### src/rtl/addr_gen_pkg.sv
package addr_gen_pkg;

  typedef enum logic [2:0] {
    AM_IDX0 = 3'd0,
    AM_IDX1 = 3'd1,
    AM_IDX2 = 3'd2,
    AM_DIR  = 3'd3,
    AM_REL  = 3'd4
  } am_mode_e;

  typedef enum logic [1:0] {
    SQ_IDLE  = 2'd0,
    SQ_FETCH = 2'd1,
    SQ_DONE  = 2'd2
  } sq_state_e;

  // Unused codes fold onto index-only mode.
  function automatic am_mode_e am_decode(input logic [2:0] code);
    am_mode_e m;
    case (code)
      3'd1:    m = AM_IDX1;
      3'd2:    m = AM_IDX2;
      3'd3:    m = AM_DIR;
      3'd4:    m = AM_REL;
      default: m = AM_IDX0;
    endcase
    return m;
  endfunction

  function automatic logic [1:0] am_operand_bytes(input am_mode_e m);
    logic [1:0] n;
    case (m)
      AM_IDX0: n = 2'd0;
      AM_IDX2: n = 2'd2;
      default: n = 2'd1;
    endcase
    return n;
  endfunction

endpackage

### src/rtl/addr_gen_seq.sv
module addr_gen_seq
  import addr_gen_pkg::*;
#(
  parameter int DATA_W = 8,
  parameter int ADDR_W = 16
) (
  input  logic              clk,
  input  logic              rst_n,
  input  logic              start,
  input  logic [2:0]        mode_in,
  input  logic [DATA_W-1:0] index_in,
  input  logic [ADDR_W-1:0] pc_in,
  output logic              busy,
  output logic              fetch_req,
  output logic [ADDR_W-1:0] fetch_addr,
  output logic              done,
  output logic              op_clr,
  output logic              op_shift,
  output am_mode_e          mode_q,
  output logic [DATA_W-1:0] index_q,
  output logic [ADDR_W-1:0] pc_q,
  output logic [1:0]        len_q
);

  sq_state_e   state_q, state_d;
  logic [1:0]  left_q, left_d;
  logic [1:0]  off_q, off_d;
  logic        latch_en;
  am_mode_e    mode_dec;
  logic [1:0]  nbytes;

  assign mode_dec = am_decode(mode_in);
  assign nbytes   = am_operand_bytes(mode_dec);

  always_comb begin
    state_d  = state_q;
    left_d   = left_q;
    off_d    = off_q;
    latch_en = 1'b0;
    case (state_q)
      SQ_IDLE: begin
        if (start) begin
          latch_en = 1'b1;
          left_d   = nbytes;
          off_d    = 2'd1;
          state_d  = (nbytes == 2'd0) ? SQ_DONE : SQ_FETCH;
        end
      end
      SQ_FETCH: begin
        if (left_q == 2'd1) begin
          state_d = SQ_DONE;
        end else begin
          left_d = left_q - 2'd1;
          off_d  = off_q + 2'd1;
        end
      end
      default: state_d = SQ_IDLE;
    endcase
  end

  always_ff @(posedge clk or negedge rst_n) begin
    if (!rst_n) begin
      state_q <= SQ_IDLE;
      left_q  <= '0;
      off_q   <= '0;
    end else begin
      state_q <= state_d;
      left_q  <= left_d;
      off_q   <= off_d;
    end
  end

  always_ff @(posedge clk or negedge rst_n) begin
    if (!rst_n) begin
      mode_q  <= AM_IDX0;
      index_q <= '0;
      pc_q    <= '0;
      len_q   <= '0;
    end else if (latch_en) begin
      mode_q  <= mode_dec;
      index_q <= index_in;
      pc_q    <= pc_in;
      len_q   <= nbytes + 2'd1;
    end
  end

  assign busy       = (state_q != SQ_IDLE);
  assign fetch_req  = (state_q == SQ_FETCH);
  assign done       = (state_q == SQ_DONE);
  assign fetch_addr = pc_q + ADDR_W'(off_q);
  assign op_clr     = latch_en;
  assign op_shift   = fetch_req;

  AST_DONE_SINGLE: assert property (@(posedge clk) disable iff (!rst_n)
    done |=> !done);

  AST_FETCH_STEP: assert property (@(posedge clk) disable iff (!rst_n)
    (fetch_req && $past(fetch_req)) |-> (fetch_addr == $past(fetch_addr) + ADDR_W'(1)));

  AST_BUSY_HOLDS: assert property (@(posedge clk) disable iff (!rst_n)
    busy |=> ($stable(pc_q) && $stable(mode_q) && $stable(index_q)));

endmodule

### src/rtl/addr_gen_operand.sv
module addr_gen_operand #(
  parameter int DATA_W = 8,
  parameter int NBYTES = 2
) (
  input  logic                     clk,
  input  logic                     rst_n,
  input  logic                     clr,
  input  logic                     shift,
  input  logic [DATA_W-1:0]        din,
  output logic [NBYTES*DATA_W-1:0] op_q
);

  localparam int OP_W = NBYTES * DATA_W;

  logic [OP_W-1:0] op_d;

  generate
    if (NBYTES > 1) begin : g_multi
      always_comb begin
        op_d = op_q;
        if (clr)        op_d = '0;
        else if (shift) op_d = {op_q[OP_W-DATA_W-1:0], din};
      end
    end else begin : g_single
      always_comb begin
        op_d = op_q;
        if (clr)        op_d = '0;
        else if (shift) op_d = din;
      end
    end
  endgenerate

  always_ff @(posedge clk or negedge rst_n) begin
    if (!rst_n) op_q <= '0;
    else        op_q <= op_d;
  end

endmodule

### src/rtl/addr_gen_calc.sv
module addr_gen_calc
  import addr_gen_pkg::*;
#(
  parameter int DATA_W = 8,
  parameter int ADDR_W = 16
) (
  input  am_mode_e          mode,
  input  logic [DATA_W-1:0] index,
  input  logic [ADDR_W-1:0] operand,
  input  logic [ADDR_W-1:0] pc,
  input  logic [1:0]        len,
  output logic [ADDR_W-1:0] ea,
  output logic [ADDR_W-1:0] next_pc
);

  localparam int EXT_W = ADDR_W - DATA_W;

  logic [ADDR_W-1:0] idx_ext;
  logic [ADDR_W-1:0] low_ext;
  logic [ADDR_W-1:0] rel_ext;

  assign idx_ext = {{EXT_W{1'b0}}, index};
  assign low_ext = {{EXT_W{1'b0}}, operand[DATA_W-1:0]};
  assign rel_ext = {{EXT_W{operand[DATA_W-1]}}, operand[DATA_W-1:0]};
  assign next_pc = pc + ADDR_W'(len);

  always_comb begin
    case (mode)
      AM_IDX1: ea = idx_ext + low_ext;
      AM_IDX2: ea = operand + idx_ext;
      AM_DIR:  ea = low_ext;
      AM_REL:  ea = next_pc + rel_ext;
      default: ea = idx_ext;
    endcase
  end

endmodule

### src/rtl/addr_gen_unit.sv
module addr_gen_unit
  import addr_gen_pkg::*;
#(
  parameter int DATA_W = 8,
  parameter int ADDR_W = 2 * DATA_W
) (
  input  logic              clk,
  input  logic              rst_n,
  input  logic              start,
  input  logic [2:0]        mode_in,
  input  logic [DATA_W-1:0] index_in,
  input  logic [ADDR_W-1:0] pc_in,
  output logic              fetch_req,
  output logic [ADDR_W-1:0] fetch_addr,
  input  logic [DATA_W-1:0] fetch_data,
  output logic              busy,
  output logic              done,
  output logic [ADDR_W-1:0] ea_out,
  output logic [1:0]        len_out,
  output logic [ADDR_W-1:0] next_pc
);

  localparam int OP_BYTES = ADDR_W / DATA_W;

  am_mode_e          mode_q;
  logic [DATA_W-1:0] index_q;
  logic [ADDR_W-1:0] pc_q;
  logic [1:0]        len_q;
  logic              op_clr;
  logic              op_shift;
  logic [ADDR_W-1:0] operand_q;

  addr_gen_seq #(.DATA_W(DATA_W), .ADDR_W(ADDR_W)) seq_i (
    .clk        (clk),
    .rst_n      (rst_n),
    .start      (start),
    .mode_in    (mode_in),
    .index_in   (index_in),
    .pc_in      (pc_in),
    .busy       (busy),
    .fetch_req  (fetch_req),
    .fetch_addr (fetch_addr),
    .done       (done),
    .op_clr     (op_clr),
    .op_shift   (op_shift),
    .mode_q     (mode_q),
    .index_q    (index_q),
    .pc_q       (pc_q),
    .len_q      (len_q)
  );

  addr_gen_operand #(.DATA_W(DATA_W), .NBYTES(OP_BYTES)) opnd_i (
    .clk   (clk),
    .rst_n (rst_n),
    .clr   (op_clr),
    .shift (op_shift),
    .din   (fetch_data),
    .op_q  (operand_q)
  );

  addr_gen_calc #(.DATA_W(DATA_W), .ADDR_W(ADDR_W)) calc_i (
    .mode    (mode_q),
    .index   (index_q),
    .operand (operand_q),
    .pc      (pc_q),
    .len     (len_q),
    .ea      (ea_out),
    .next_pc (next_pc)
  );

  assign len_out = len_q;

  // Fetch counter used only by the checks below.
  logic [1:0] chk_fetches;
  always_ff @(posedge clk or negedge rst_n) begin
    if (!rst_n)                chk_fetches <= '0;
    else if (start && !busy)   chk_fetches <= '0;
    else if (fetch_req)        chk_fetches <= chk_fetches + 2'd1;
  end

  AST_LEN_MATCH: assert property (@(posedge clk) disable iff (!rst_n)
    done |-> (len_out == chk_fetches + 2'd1));

  AST_IDX1_CEIL: assert property (@(posedge clk) disable iff (!rst_n)
    (done && mode_q == AM_IDX1) |-> (ea_out <= ADDR_W'(2 * ((1 << DATA_W) - 1))));

  AST_IDX0_PAGE: assert property (@(posedge clk) disable iff (!rst_n)
    (done && len_out == 2'd1) |-> (ea_out[ADDR_W-1:DATA_W] == '0));

  AST_NO_FETCH_IDLE: assert property (@(posedge clk) disable iff (!rst_n)
    (!busy && !start) |=> !fetch_req);

endmodule

### config.mk
export PLATFORM = sky130hd
export DESIGN_NAME = addr_gen_unit
export DESIGN_NICKNAME = d
export VERILOG_FILES = /design/src/rtl/addr_gen_pkg.sv /design/src/rtl/addr_gen_seq.sv /design/src/rtl/addr_gen_operand.sv /design/src/rtl/addr_gen_calc.sv /design/src/rtl/addr_gen_unit.sv
export SDC_FILE = /design/constraint.sdc
export NUM_CORES = 1
export LEC_CHECK = 0
export BUFFER_PORTS_ARGS = -buffer_cell sky130_fd_sc_hd__clkbuf_2
export CAP_MARGIN = 5
export CORE_AREA = 10 10 94 96
export CTS_BUF_LIST = sky130_fd_sc_hd__clkbuf_2
export DETAILED_ROUTE_END_ITERATION = 8
export DIE_AREA = 0 0 104 106
export PLACE_DENSITY = 0.85
export SYNTH_ARGS = -nofsm -noshare
export SYNTH_HDL_FRONTEND = slang
export SYNTH_SLANG_ARGS = --single-unit
### constraint.sdc
create_clock -name clk -period 6.2 [get_ports clk]
set_input_delay 0.93 -clock clk [delete_from_list [all_inputs] [get_ports clk]]
set_output_delay 0.93 -clock clk [all_outputs]
set_load 0.01 [all_outputs]
==> impl_metrics.toml, run 1 <==
[worst_setup_path]
rr_worst_depth = 3
startpoint_type = "flop"
startpoint = "seq_i.len_q[1]$_DFFE_PN0P_"
reg2reg_slack_ns = 3.74
crit_slowest_cell = "dfrtp_1"
cpPeakStageDelay_ns = 0.48
reg2reg_to = "opnd_i.op_q[1]$_DFFE_PN0P_"
rr_startpoint = "seq_i.state_q[1]$_DFFE_PN0P_"
crit_path_end = "ea_out[12]"
crit_chain = "ha_1 -> a21oi_1 -> nand2b_1 -> nor2_1 -> xor2_1 -> ha_1 -> a21o_1 -> nor3_1 -> nand3_1 -> a31oi_1 -> mux2i_1 -> o21ai_0 -> o21ai_0 -> clkbuf_2"
critPathArrivalTime_ns = 3.76
crit_fanout = 6
crit_required_ns = 5.27
crit_type = "reg -> out"
end_kind = "primary output"

[synth]
async_flop_share_pct = 100
synth_ff_type = "dfrtp_1"
synthDistinctLibCells = 49
seq_area_frac_synth_pct = 30.1
yosysWarnings = 0
synth_seq_cells = 51
synthCells = 550
synthesis.nets = 620
yosys.area.top_type = "dfrtp_1"
syn_avg_cell_area_um2 = 7.71
synth_top_area_share_pct = 30.1
synthTopCellsByArea = "dfrtp_1 (30%), nand2_1 (12%), ha_1 (8.3%), xor2_1 (6.2%), xnor2_1 (4.5%)"
synth_edf_count = 0
syn_area_um2 = 4240

[job]
maxCapViolations = 0

[grt]
antenna_found_initial = 0
grt_pass1_wl_mm = 19.7
grt_start_max_net_pins = 52
grt_usage_pct = 20.9
gr-total-overflow = 0
grt_pass1_vias = 4103

[die]
die_h_um = 106
die-area_um2 = 11000
boundaryPins = 91
die_w_um = 104
core-area_um2 = 7060
row_count = 31
initial_utilization_pct = 60.1

[clock_tree]
cts_made_buffers = 5
ctsResizeCount = 0
clk_pin_slew_ns = 0.25
clock_path_buffers = 2
clock_sinks = 51
cts_tree = "built"
clk_root_buffer_cell = "clkbuf_2"
clk-insertion-delay-late_ns = 0.44
postCtsSetupBuffers = 0
hold_buffers = 0
cts_max_level = 2

[timing]
clock.fmax_mhz = 213
rsz0062_at_grt = "no"
setup_violations = 0
worst_slew_pin_slew_ns = 1.13
relSlewSlack_pct = 24.4
min_period_ns = 4.69
fin_crit_sh_pct = 75.7
setup_tns_ns = 0
final.setup_skew_ns = 0.0126
finalMaxSlewViolations = 0
finalHoldViolCount = 0

[routing]
dr.pass1.iters = 5
routed_wirelength_mm = 11.8
vias_per_cell = 5.83
drtAntennaViolNets = 0
vias = 4192
drc = 0
drt_iter0_drc = 344
wl_per_cell_um = 16.4

[cells_and_area]
final_core_util_pct = 67.2
layout_commonest_cell = "nand2_1"
layout_common_cells = "nand2_1 (132), clkbuf_2 (96), dfrtp_1 (51)"
n_fill_cell = 632
area_growth_pct = 11.9
drive_above_1_share_pct = 17.1
diodes = 0
final_nets = 689

[placement]
portBuffers = 90
gp_congestion = 0.930
hpwl_mm = 9.12

[pwr]
leakage_uw = 0.00243
totalPowerFinal_uw = 2880
peakVddDrop_v = 0.000280
power_density_nw_per_um2 = 608

[min_path]
min_path_cells = 1
hp-class = "reg -> reg"

[outcome]
status = "complete, no violations"
## area by class of cell
cell class / instances / area, µm² / area share (%)
clock buffer: 6 / 30.0 / 0.633
clock inverter: 2 / 12.5 / 0.264
inverter: 15 / 56.3 / 1.19
multi-input combinational: 454 / 2780 / 58.6
sequential: 51 / 1280 / 26.9
tap: 99 / 124 / 2.61
timing repair buffer: 92 / 465 / 9.81
## flip-flops by register name (all words and copies together), names as in the netlist
| signal | count |
|---|---|
| opnd_i.op_q | 16 |
| seq_i.len_q | 2 |
| seq_i.index_q | 8 |
| seq_i.left_q | 2 |
| seq_i.pc_q | 16 |
| seq_i.mode_q | 3 |
| seq_i.off_q | 2 |
| seq_i.state_q | 2 |
## per-stage QoR
stage / instances / setup slack, ns / hold WS (ns) / cell area [µm²]
2_1_floorplan: 550 / 2.29 / 0.431 / 4240
3_3_place_gp: 711 / 2.20 / 0.444 / 4700
3_5_place_dp: 711 / 2.05 / 0.451 / 4700
4_1_cts: 719 / 1.53 / 0.479 / 4740
5_1_grt: 719 / 1.15 / 0.516 / 4740
6_report: 719 / 1.51 / 0.480 / 4740
## power breakdown
part	internal (µW)	switching (µW)
registers	482	278
logic	815	1170
clock network	29.3	109
total	1330	1560
## per-layer routing
layer	global-route usage, %	vias up	wire length, µm
met5	0	-	0
met4	5.86	0	182
met3	4.59	23	980
met2	36.3	182	5780
met1	25.6	1967	4830
li1	-	2020	-
## synth_stat cells, drive strengths merged (7+ instances only)
| library cell | n |
|---|---|
| inv | 14 |
| nor3 | 10 |
| a21oi | 28 |
| dfrtp | 51 |
| clkbuf | 24 |
| ha | 28 |
| xor2 | 31 |
| nand2 | 132 |
| o21ai | 37 |
| nor2b | 7 |
| a211oi | 7 |
| a21o | 10 |
| xnor2 | 22 |
| nor2 | 44 |
| nand3 | 22 |
## critical path: cells and delay by family, from the launching register on
family / cells / cell delay, ns
AO/OA/AOI/OAI: 5 / 1.20
adder cells (fa/ha/maj): 2 / 0.67
AND/OR/NAND/NOR: 4 / 0.56
flip-flops: 1 / 0.48
XOR/XNOR: 1 / 0.15
buffers and inverters: 1 / 0.15
multiplexers: 1 / 0.13
## kinds of logic (layout without fill, tap and decap cells)
group | Yosys count | after routing | synth area share [%]
fa+ha+maj | 32 | 32 | 10.1
simple gates | 245 | 245 | 25.7
xor+xnor | 53 | 53 | 11.1
compound gates | 120 | 120 | 17.6
flops | 51 | 51 | 30.1
mux | 4 | 4 | 0.944
buf+inv | 45 | 115 | 4.37
## worst min-delay path by stage
stage                            startpoint                      endpoint  slack (ns)
6_report       seq_i.state_q[1]$_DFFE_PN0P_  seq_i.state_q[1]$_DFFE_PN0P_        0.48
5_1_grt        seq_i.state_q[1]$_DFFE_PN0P_  seq_i.state_q[1]$_DFFE_PN0P_        0.52
4_1_cts        seq_i.state_q[1]$_DFFE_PN0P_  seq_i.state_q[1]$_DFFE_PN0P_        0.48
3_5_place_dp   seq_i.state_q[1]$_DFFE_PN0P_  seq_i.state_q[1]$_DFFE_PN0P_        0.45
3_3_place_gp   seq_i.state_q[1]$_DFFE_PN0P_  seq_i.state_q[1]$_DFFE_PN0P_        0.44
2_1_floorplan  seq_i.state_q[1]$_DFFE_PN0P_  seq_i.state_q[1]$_DFFE_PN0P_        0.43
Note: power is estimated with default switching activity, not from simulation.
==> inputs of run 2 (changes only) <==
- CORE_AREA: 10 10 94 96 -> 10 10 98 100
- DIE_AREA: 0 0 104 106 -> 0 0 108 110
- PLACE_DENSITY: 0.85 -> 0.78
- clock period: 6.2 -> 4.8 ns (I/O delays scaled with it)
==> impl_metrics.toml, run 2 (synthesized netlist as in run 1, its figures left out) <==
[clock_tree]
cts_made_buffers = 5
clock_path_buffers = 2
hold_buffers = 0
clk_root_buffer_cell = "clkbuf_2"
clock_sinks = 51
cts_tree = "built"
cts_max_level = 2
clk-insertion-delay-late_ns = 0.44
clk_pin_slew_ns = 0.28

[outcome]
status = "complete, no violations"

[timing]
finalHoldViolCount = 0
fin_crit_sh_pct = 93.3
timing.final.ws_setup_ns = 0.321
min_period_ns = 4.48
setup_violations = 0
relSlewSlack_pct = 24.3
clock.fmax_mhz = 223
worst_slew_pin_slew_ns = 1.13
finalMaxSlewViolations = 0
final.setup_skew_ns = 0.0235

[die]
row_count = 32
core-area_um2 = 7650
die_h_um = 110
die_w_um = 108
die-area_um2 = 11900
boundaryPins = 91
initial_utilization_pct = 55.5

[pwr]
leakage_uw = 0.00243
power_density_nw_per_um2 = 780
peakVddDrop_v = 0.000350

[worst_setup_path]
rr_startpoint = "seq_i.state_q[1]$_DFFE_PN0P_"
end_kind = "primary output"
critPathArrivalTime_ns = 3.76
reg2reg_to = "opnd_i.op_q[1]$_DFFE_PN0P_"
crit_type = "reg -> out"
reg2reg_slack_ns = 2.32
startpoint_type = "flop"
crit_path_end = "ea_out[14]"
crit_fanout = 6
startpoint = "seq_i.len_q[1]$_DFFE_PN0P_"
crit_required_ns = 4.08
rr_worst_depth = 3

[cells_and_area]
reg_top3 = "opnd_i.op_q x16, seq_i.pc_q x16, seq_i.index_q x8"
layout_common_cells = "nand2_1 (132), clkbuf_2 (95), dfrtp_1 (51)"
diodes = 0
final_core_util_pct = 62.2
layout_commonest_cell = "nand2_1"
final_nets = 689
drive_above_1_share_pct = 17.3
area_growth_pct = 12.1

[routing]
vias_per_cell = 5.63
routed_wirelength_mm = 11.8
wl_per_cell_um = 16.3
vias = 4068
drt_iter0_drc = 178
drtAntennaViolNets = 0
dr.pass1.iters = 5
drc = 0

[grt]
grt_start_max_net_pins = 52
gr-total-overflow = 0
antenna_found_initial = 0
grt_pass1_vias = 4024
grt_pass1_wl_mm = 19.5
grt_usage_pct = 19.9

[placement]
place_ws_ns = 0.903
hpwl_mm = 9.16
portBuffers = 90
gp_congestion = 0.902

[min_path]
hp-class = "in -> async"

[job]
maxCapViolations = 0
[run 2: power by group]
part / switching [µW] / internal, µW
Sequential: 351 / 623
Clock: 145 / 35.7
Combinational: 1500 / 1050
Total: 2000 / 1710
[run 2: through the flow]
| stage | hold slack, ns | instances | power, µW | setup TNS [ns] | cell area (µm²) |
|---|---|---|---|---|---|
| floorplan | 0.424 | 550 | 2730 | 0 | 4240 |
| global placement | 0.443 | 714 | 3430 | 0 | 4710 |
| detailed placement | 0.458 | 714 | 3510 | 0 | 4710 |
| CTS | 0.348 | 722 | 3700 | 0 | 4750 |
| global route | 0.314 | 722 | 4090 | -0.0187 | 4750 |
| finish | 0.324 | 722 | 3710 | 0 | 4750 |
[run 2: layout make-up]
cell class | instances | area, µm²
Fill cell | 717 | 2890
Clock inverter | 3 | 17.5
Clock buffer | 5 | 25.0
Timing Repair Buffer | 92 | 465
Sequential cell | 51 | 1280
Multi-Input combinational cell | 454 | 2790
Inverter | 15 | 56.3
Tap cell | 102 | 128
[run 2: how the worst min path moves through the flow]
stage                                        end  slack [ns]  cells after the start
finish               seq_i.left_q[0]$_DFFE_PN0P_        0.32                      2
global route         seq_i.left_q[0]$_DFFE_PN0P_        0.31                      2
CTS                  seq_i.left_q[0]$_DFFE_PN0P_        0.35                      2
detailed placement  seq_i.state_q[1]$_DFFE_PN0P_        0.46                      1
global placement    seq_i.state_q[1]$_DFFE_PN0P_        0.44                      1
floorplan             opnd_i.op_q[0]$_DFFE_PN0P_        0.42                      0
[run 2: routing by layer]
layer / global-route usage (%) / vias up / routed length, µm
met5: 0 / - / 0
met2: 33.1 / 129 / 5710
li1: - / 2023 / -
met1: 25.5 / 1902 / 5030
met3: 4.99 / 14 / 908
met4: 5.06 / 0 / 150
[run 2: repair_timing]
| action | CTS | global route |
|---|---|---|
| buffers inserted | 0 | 0 |
| hold endpoints to repair | 0 | 0 |
| resized for setup | 0 | 1 |
| endpoints found under the setup margin | 0 | 2 |
[run 2: worst max-delay path, stage by stage, from the launching register on]
cell and delay, ns:
dfrtp_1 0.49, ha_1 0.30, a21oi_1 0.20, nand2b_1 0.21, nor2_1 0.08, xor2_1 0.22
ha_1 0.35, a21o_1 0.22, a211oi_1 0.22, nor2_1 0.12, a31oi_2 0.31, o21ai_0 0.17
xnor2_1 0.14, o22ai_1 0.13, clkbuf_2 0.16
